[src/rtl/evtPkg.sv]
package evtPkg;
  localparam int REG_W  = 32;
  localparam int ADDR_W = 4;

  // per-counter register offsets (counter c sits at c*4)
  localparam int OFS_CNT_LO = 0;
  localparam int OFS_CNT_HI = 1;
  localparam int OFS_RLD_LO = 2;
  localparam int OFS_RLD_HI = 3;
  localparam int CTL_BASE   = 8;
  localparam int MASTER_ADR = 10;

  typedef enum logic [1:0] {
    RLD_NONE = 2'd0,
    RLD_SELF = 2'd1,
    RLD_PEER = 2'd2,
    RLD_BOTH = 2'd3
  } rldMode_e;

  typedef struct packed {
    logic [1:0] inc;
    logic [1:0] wrLo;
    logic [1:0] wrHi;
    logic [1:0] loadRld;
  } dpStrobe_t;
endpackage

[src/rtl/evtCtrl.sv]
module evtCtrl
  import evtPkg::*;
#(
  parameter int CNT_W   = 40,
  parameter int NUM_EVT = 4
) (
  input  logic                        clk,
  input  logic                        rstN,
  input  logic [NUM_EVT-1:0]          evtIn,
  input  logic [ADDR_W-1:0]           regAddr,
  input  logic                        regWrEn,
  input  logic [REG_W-1:0]            regWrData,
  input  logic [1:0][CNT_W-1:0]       cntQ,
  input  logic [1:0]                  cntMax,
  output dpStrobe_t                   strb,
  output logic [1:0][CNT_W-1:0]       rldQ,
  output logic                        masterQ,
  output logic [1:0]                  ovfPulse,
  output logic [REG_W-1:0]            regRdData
);
  localparam int SEL_W = (NUM_EVT > 1) ? $clog2(NUM_EVT) : 1;
  localparam int HI_W  = CNT_W - REG_W;

  logic [1:0]            localEn;
  logic [1:0][1:0]       modeQ;
  logic [1:0][SEL_W-1:0] selQ;

  // configuration registers
  always_ff @(posedge clk or negedge rstN) begin
    if (!rstN) begin
      localEn <= '0;
      modeQ   <= '0;
      selQ    <= '0;
      rldQ    <= '0;
      masterQ <= 1'b0;
    end else if (regWrEn) begin
      for (int c = 0; c < 2; c++) begin
        if (regAddr == ADDR_W'(c*4 + OFS_RLD_LO))
          rldQ[c][REG_W-1:0] <= regWrData;
        if (regAddr == ADDR_W'(c*4 + OFS_RLD_HI))
          rldQ[c][CNT_W-1:REG_W] <= regWrData[HI_W-1:0];
        if (regAddr == ADDR_W'(CTL_BASE + c)) begin
          localEn[c] <= regWrData[0];
          modeQ[c]   <= regWrData[2:1];
          selQ[c]    <= regWrData[4 +: SEL_W];
        end
      end
      if (regAddr == ADDR_W'(MASTER_ADR))
        masterQ <= regWrData[0];
    end
  end

  // strobes toward the datapath
  logic [1:0] incV, wrLoV, wrHiV, ovfV, ldV;
  always_comb begin
    for (int c = 0; c < 2; c++) begin
      incV[c]  = masterQ & localEn[c] & evtIn[selQ[c]];
      wrLoV[c] = regWrEn && (regAddr == ADDR_W'(c*4 + OFS_CNT_LO));
      wrHiV[c] = regWrEn && (regAddr == ADDR_W'(c*4 + OFS_CNT_HI));
      ovfV[c]  = incV[c] & cntMax[c] & ~wrLoV[c] & ~wrHiV[c];
    end
    for (int c = 0; c < 2; c++) begin
      ldV[c] = (modeQ[c][0] & ovfV[c]) | (modeQ[c][1] & ovfV[1-c]);
    end
    strb.inc     = incV;
    strb.wrLo    = wrLoV;
    strb.wrHi    = wrHiV;
    strb.loadRld = ldV;
  end

  assign ovfPulse = ovfV;

  // readback mux
  always_comb begin
    regRdData = '0;
    for (int c = 0; c < 2; c++) begin
      if (regAddr == ADDR_W'(c*4 + OFS_CNT_LO)) regRdData = cntQ[c][REG_W-1:0];
      if (regAddr == ADDR_W'(c*4 + OFS_CNT_HI)) regRdData = REG_W'(cntQ[c][CNT_W-1:REG_W]);
      if (regAddr == ADDR_W'(c*4 + OFS_RLD_LO)) regRdData = rldQ[c][REG_W-1:0];
      if (regAddr == ADDR_W'(c*4 + OFS_RLD_HI)) regRdData = REG_W'(rldQ[c][CNT_W-1:REG_W]);
      if (regAddr == ADDR_W'(CTL_BASE + c))
        regRdData = REG_W'({selQ[c], 1'b0, modeQ[c], localEn[c]});
    end
    if (regAddr == ADDR_W'(MASTER_ADR)) regRdData = REG_W'(masterQ);
  end
endmodule

[src/rtl/evtDatapath.sv]
module evtDatapath
  import evtPkg::*;
#(
  parameter int CNT_W = 40
) (
  input  logic                  clk,
  input  logic                  rstN,
  input  dpStrobe_t             strb,
  input  logic [REG_W-1:0]      wrData,
  input  logic [1:0][CNT_W-1:0] rldQ,
  output logic [1:0][CNT_W-1:0] cntQ,
  output logic [1:0]            cntMax
);
  localparam int HI_W = CNT_W - REG_W;

  always_ff @(posedge clk or negedge rstN) begin
    if (!rstN) begin
      cntQ <= '0;
    end else begin
      for (int c = 0; c < 2; c++) begin
        if (strb.wrLo[c])
          cntQ[c][REG_W-1:0] <= wrData;
        else if (strb.wrHi[c])
          cntQ[c][CNT_W-1:REG_W] <= wrData[HI_W-1:0];
        else if (strb.loadRld[c])
          cntQ[c] <= rldQ[c];
        else if (strb.inc[c])
          cntQ[c] <= cntQ[c] + 1'b1;
      end
    end
  end

  generate
    for (genvar c = 0; c < 2; c++) begin : g_max
      assign cntMax[c] = &cntQ[c];
    end
  endgenerate
endmodule

[src/rtl/evtCounterPair.sv]
module evtCounterPair
  import evtPkg::*;
#(
  parameter int CNT_W   = 40,
  parameter int NUM_EVT = 4
) (
  input  logic                clk,
  input  logic                rstN,
  input  logic [NUM_EVT-1:0]  evtIn,
  input  logic [ADDR_W-1:0]   regAddr,
  input  logic                regWrEn,
  input  logic [REG_W-1:0]    regWrData,
  output logic [REG_W-1:0]    regRdData,
  output logic [1:0]          ovfPulse
);
  dpStrobe_t             strb;
  logic [1:0][CNT_W-1:0] cntQ;
  logic [1:0][CNT_W-1:0] rldQ;
  logic [1:0]            cntMax;
  logic                  masterQ;

  evtCtrl #(.CNT_W(CNT_W), .NUM_EVT(NUM_EVT)) u_ctrl (
    .clk(clk), .rstN(rstN), .evtIn(evtIn), .regAddr(regAddr),
    .regWrEn(regWrEn), .regWrData(regWrData), .cntQ(cntQ), .cntMax(cntMax),
    .strb(strb), .rldQ(rldQ), .masterQ(masterQ), .ovfPulse(ovfPulse),
    .regRdData(regRdData)
  );

  evtDatapath #(.CNT_W(CNT_W)) u_dp (
    .clk(clk), .rstN(rstN), .strb(strb), .wrData(regWrData),
    .rldQ(rldQ), .cntQ(cntQ), .cntMax(cntMax)
  );
endmodule

[config.mk]
export PLATFORM = sky130hd
export DESIGN_NAME = evtCounterPair
export DESIGN_NICKNAME = d
export VERILOG_FILES = /design/src/rtl/evtPkg.sv /design/src/rtl/evtCtrl.sv /design/src/rtl/evtDatapath.sv /design/src/rtl/evtCounterPair.sv
export SDC_FILE = /design/constraint.sdc
export NUM_CORES = 1
export LEC_CHECK = 0
export ABC_AREA = 1
export BUFFER_PORTS_ARGS = -buffer_cell sky130_fd_sc_hd__buf_2
export CAP_MARGIN = 20
export CORE_UTILIZATION = 40
export DETAILED_ROUTE_END_ITERATION = 16
export GPL_TIMING_DRIVEN = 0
export SLEW_MARGIN = 10
export SYNTH_ARGS = -nofsm -noshare
export SYNTH_HDL_FRONTEND = slang
export SYNTH_SLANG_ARGS = --single-unit
[constraint.sdc]
create_clock -name clk -period 2.23 [get_ports clk]
set_input_delay 0.446 -clock clk [delete_from_list [all_inputs] [get_ports clk]]
set_output_delay 0.446 -clock clk [all_outputs]
set_load 0.01 [all_outputs]
==> results.json <==
{
  "status": "finished with violations",
  "failed_checks": "negative setup slack",
  "critical_path.slowest_cell": "sky130_fd_sc_hd__dfrtp_2",
  "finalHoldViolCount": 0,
  "critical_path_cell_list": "ha_4, nand2_4, nor2_4, nand2_4, nor2_4, nand4_1, nor3_2, nand2_2, nor3_4, buf_2",
  "synthTopCellsByCount": "sky130_fd_sc_hd__nand2_1 (726), sky130_fd_sc_hd__nand3_1 (255), sky130_fd_sc_hd__dfrtp_1 (171)",
  "report.final.slew_viol_count": 0,
  "die_height_um": 176.0,
  "crit_arrival_ns": 2.16,
  "final.period_utilization_pct": 116.9,
  "timing.max_cap.violations": 0,
  "hpwl_mm": 39.43,
  "grt_pass1_wl_mm": 79.25,
  "clock_slew_seen_by_the_registers_of_the_worst_setup_and_hold_paths_ns": 0.08,
  "routed-via-count": 14251,
  "cts_root_buf": "sky130_fd_sc_hd__clkbuf_16",
  "tritoncts_num_sinks": 171,
  "io-pin-count": 77,
  "largest_net_degree_at_the_start_of_global_routing": 91,
  "netlist-cell-type-count": 36,
  "synth.cell_area_mm2": 0.01211,
  "design.die.area_mm2": 0.03098,
  "skew_ns": 0.01714,
  "floorplan.rows": 63,
  "gp_congestion": 1.025,
  "grt_antenna_before_repair": 0,
  "synth_nets": 1900,
  "cts_max_level": 4,
  "yosys_warnings": 0,
  "worstPathMaxFanout": 2,
  "postSynth.asyncResetShare_pct": 100.0,
  "postRouteAntennaNets": 0,
  "power.density_cell_area_mw_per_mm2": 791.6,
  "final_nets": 2125,
  "post-route-worst-setup-slack_ns": -0.3759,
  "route.final.wire_length_mm": 54.52,
  "post-synth-top-count-cell": "sky130_fd_sc_hd__nand2_1",
  "placed_cells": 2322,
  "tritoncts.num_buffers": 17,
  "achievable-frequency_mhz": 383.7,
  "core-area_mm2": 0.02972,
  "avgRoutedWirePerCell_um": 21.96,
  "place.port_buffers": 76,
  "number_of_enable_flip_flop_cells_after_synthesis": 0,
  "synth.ff_latch_count": 171,
  "synth.yosys.seq_area_share_pct": 35.33,
  "static-leakage-power_nw": 7.686,
  "layout.cells.non_filler": 2483,
  "layout-area-overhead-vs-synth_pct": 36.67,
  "crit_type": "register to output pin",
  "tritoncts": "yes",
  "worst_setup_path_start_kind": "register",
  "antenna_cells": 0,
  "p_total_w": 0.01310,
  "critPathMaxStageDelay_ns": 0.42,
  "synth_top_cell_area_share_pct": 35.33,
  "layout_cells_sized_above_1_pct": 29.91,
  "irDropWorstVdd_v": 0.0006868,
  "globalRoute.totalOverflow": 0,
  "drtPass1Iterations": 6,
  "timing.final.crit_period_ns": 2.606,
  "synthesis.area_per_instance_um2": 6.529,
  "setup_viol_count_final": 91,
  "min_path_type": "input port to asynchronous set/reset pin",
  "via_per_inst": 5.739,
  "first_global_vias": 13122,
  "first_iter_violations": 1630,
  "floorplan.initialDensity_pct": 40.76,
  "slew_headroom_pct": 37.46,
  "synth_top_area_cell": "sky130_fd_sc_hd__dfrtp_1",
  "critPathRequiredTime_ns": 1.78,
  "grt_usage_pct": 34.33,
  "synth.top_cells.by_area": "sky130_fd_sc_hd__dfrtp_1 (35%), sky130_fd_sc_hd__nand2_1 (23%), sky130_fd_sc_hd__nand3_1 (11%), sky130_fd_sc_hd__inv_1 (4.7%), sky130_fd_sc_hd__o21ai_0 (4.5%)",
  "ctsLongestPathBuffers": 2,
  "tightestPinTransition_ns": 0.9295,
  "drt_drc_violations_left": 0,
  "clock_insertion_delay_worst_skew_ns": 0.46,
  "unrepaired_setup_endpoints_after_global_routing": "true",
  "netlist_instances": 1855,
  "worstSetupEndpointType": "output pin",
  "synth_top_flop_cell": "sky130_fd_sc_hd__dfrtp_1",
  "chipWidth_um": 176.0
}
-- layout make-up --
type	count	area (µm²)
Timing Repair Buffer	208	1757
Clock inverter	14	135.1
Multi-Input combinational cell	1455	8207
Buffer	70	543.0
Tap cell	390	488.0
Sequential cell	171	4350
Fill cell	2816	13160
Clock buffer	18	439.2
Inverter	157	634.4
-- cell families after synthesis --
family | share of synthesized area, %
and+or+nand+nor | 44.10
buffers and inverters | 7.830
DFF | 35.33
xor gates and xnor gates | 4.483
adders and majority gates | 0.2066
AOI/OAI and AO/OA | 8.047
-- cell usage in the layout (no fill, tap or decap), types with 52 or more instances in the layout --
cell / count
sky130_fd_sc_hd__nor2_1: 111
sky130_fd_sc_hd__inv_1: 128
sky130_fd_sc_hd__buf_2: 77
sky130_fd_sc_hd__nand3_2: 85
sky130_fd_sc_hd__dfrtp_1: 114
sky130_fd_sc_hd__nand2_1: 652
sky130_fd_sc_hd__nand3_1: 170
sky130_fd_sc_hd__buf_4: 89
sky130_fd_sc_hd__dfrtp_2: 57
sky130_fd_sc_hd__nand2_2: 52
sky130_fd_sc_hd__o21ai_0: 97
-- state kept, by name, summed over array words and instances, names as in the netlist --
name	cells
u_ctrl.localEn	2
u_ctrl.modeQ	4
u_ctrl.selQ	4
u_ctrl.masterQ	1
u_dp.cntQ	80
u_ctrl.rldQ	80
-- metrics by stage --
stage	utilization [%]	setup WS, ns	cell area (µm²)	hold slack, ns	TNS [ns]
finish	55.70	-0.3759	16550	0.0009605	-11.35
global route	55.70	-0.4107	16550	0.04636	-18.24
CTS	51.43	-0.4681	15280	0.02895	-22.98
detailed placement	43.80	-0.7387	13020	0.4740	-78.81
global placement	43.68	-2.269	12980	0.4686	-460.17
floorplan	-	0.009406	12110	0.1504	0
-- metal layers --
metal  routed length (µm)  global-route usage, %
met1                22230                  46.59
met2                25100                  54.38
met3                 4904                  6.245
met4                 2285                  12.75
met5                    0                      0
-- worst max-delay path, delay by kind of cell, from the launching register on --
| family | cells | cell delay (ns) |
|---|---|---|
| and+or+nand+nor | 8 | 0.95 |
| DFF | 1 | 0.42 |
| buffers and inverters | 1 | 0.17 |
| adders and majority gates | 1 | 0.16 |
-- repair_timing --
item | CTS | global route
buffers inserted | 77 | 44
hold buffers | 0 | 0
endpoints found under the setup margin | 114 | 109
resized for setup | 273 | 261
cloned | 10 | 5
pin swaps | 74 | 110
-- final timing paths --
| kind | startpoint | slack, ns | cells past startpoint | end |
|---|---|---|---|---|
| setup / recovery | u_dp.cntQ[40] | -0.38 | 10 | ovfPulse[1] |
| max in group asynchronous | rstN | 1.27 | 2 | u_dp.cntQ[36] |
| setup reg to reg | u_dp.cntQ[66] | -0.19 | 14 | u_dp.cntQ[0] |
| hold / removal | rstN | 0.001 | 1 | u_dp.cntQ[59] |
| min in group clk | regWrData[18] | 0.26 | 3 | u_dp.cntQ[58] |
| hold reg to reg | u_ctrl.rldQ[38] | 0.49 | 2 | u_ctrl.rldQ[38] |
-- power breakdown --
part	total [W]	internal [W]	switching [W]	leakage (nW)
Sequential	0.00547	0.00403	0.00144	2.13
Combinational	0.00461	0.00195	0.00266	5.28
Clock	0.00302	0.00150	0.00152	0.273
Total	0.0131	0.00749	0.00562	7.69
No activity file was read; power rests on OpenSTA's default activity.
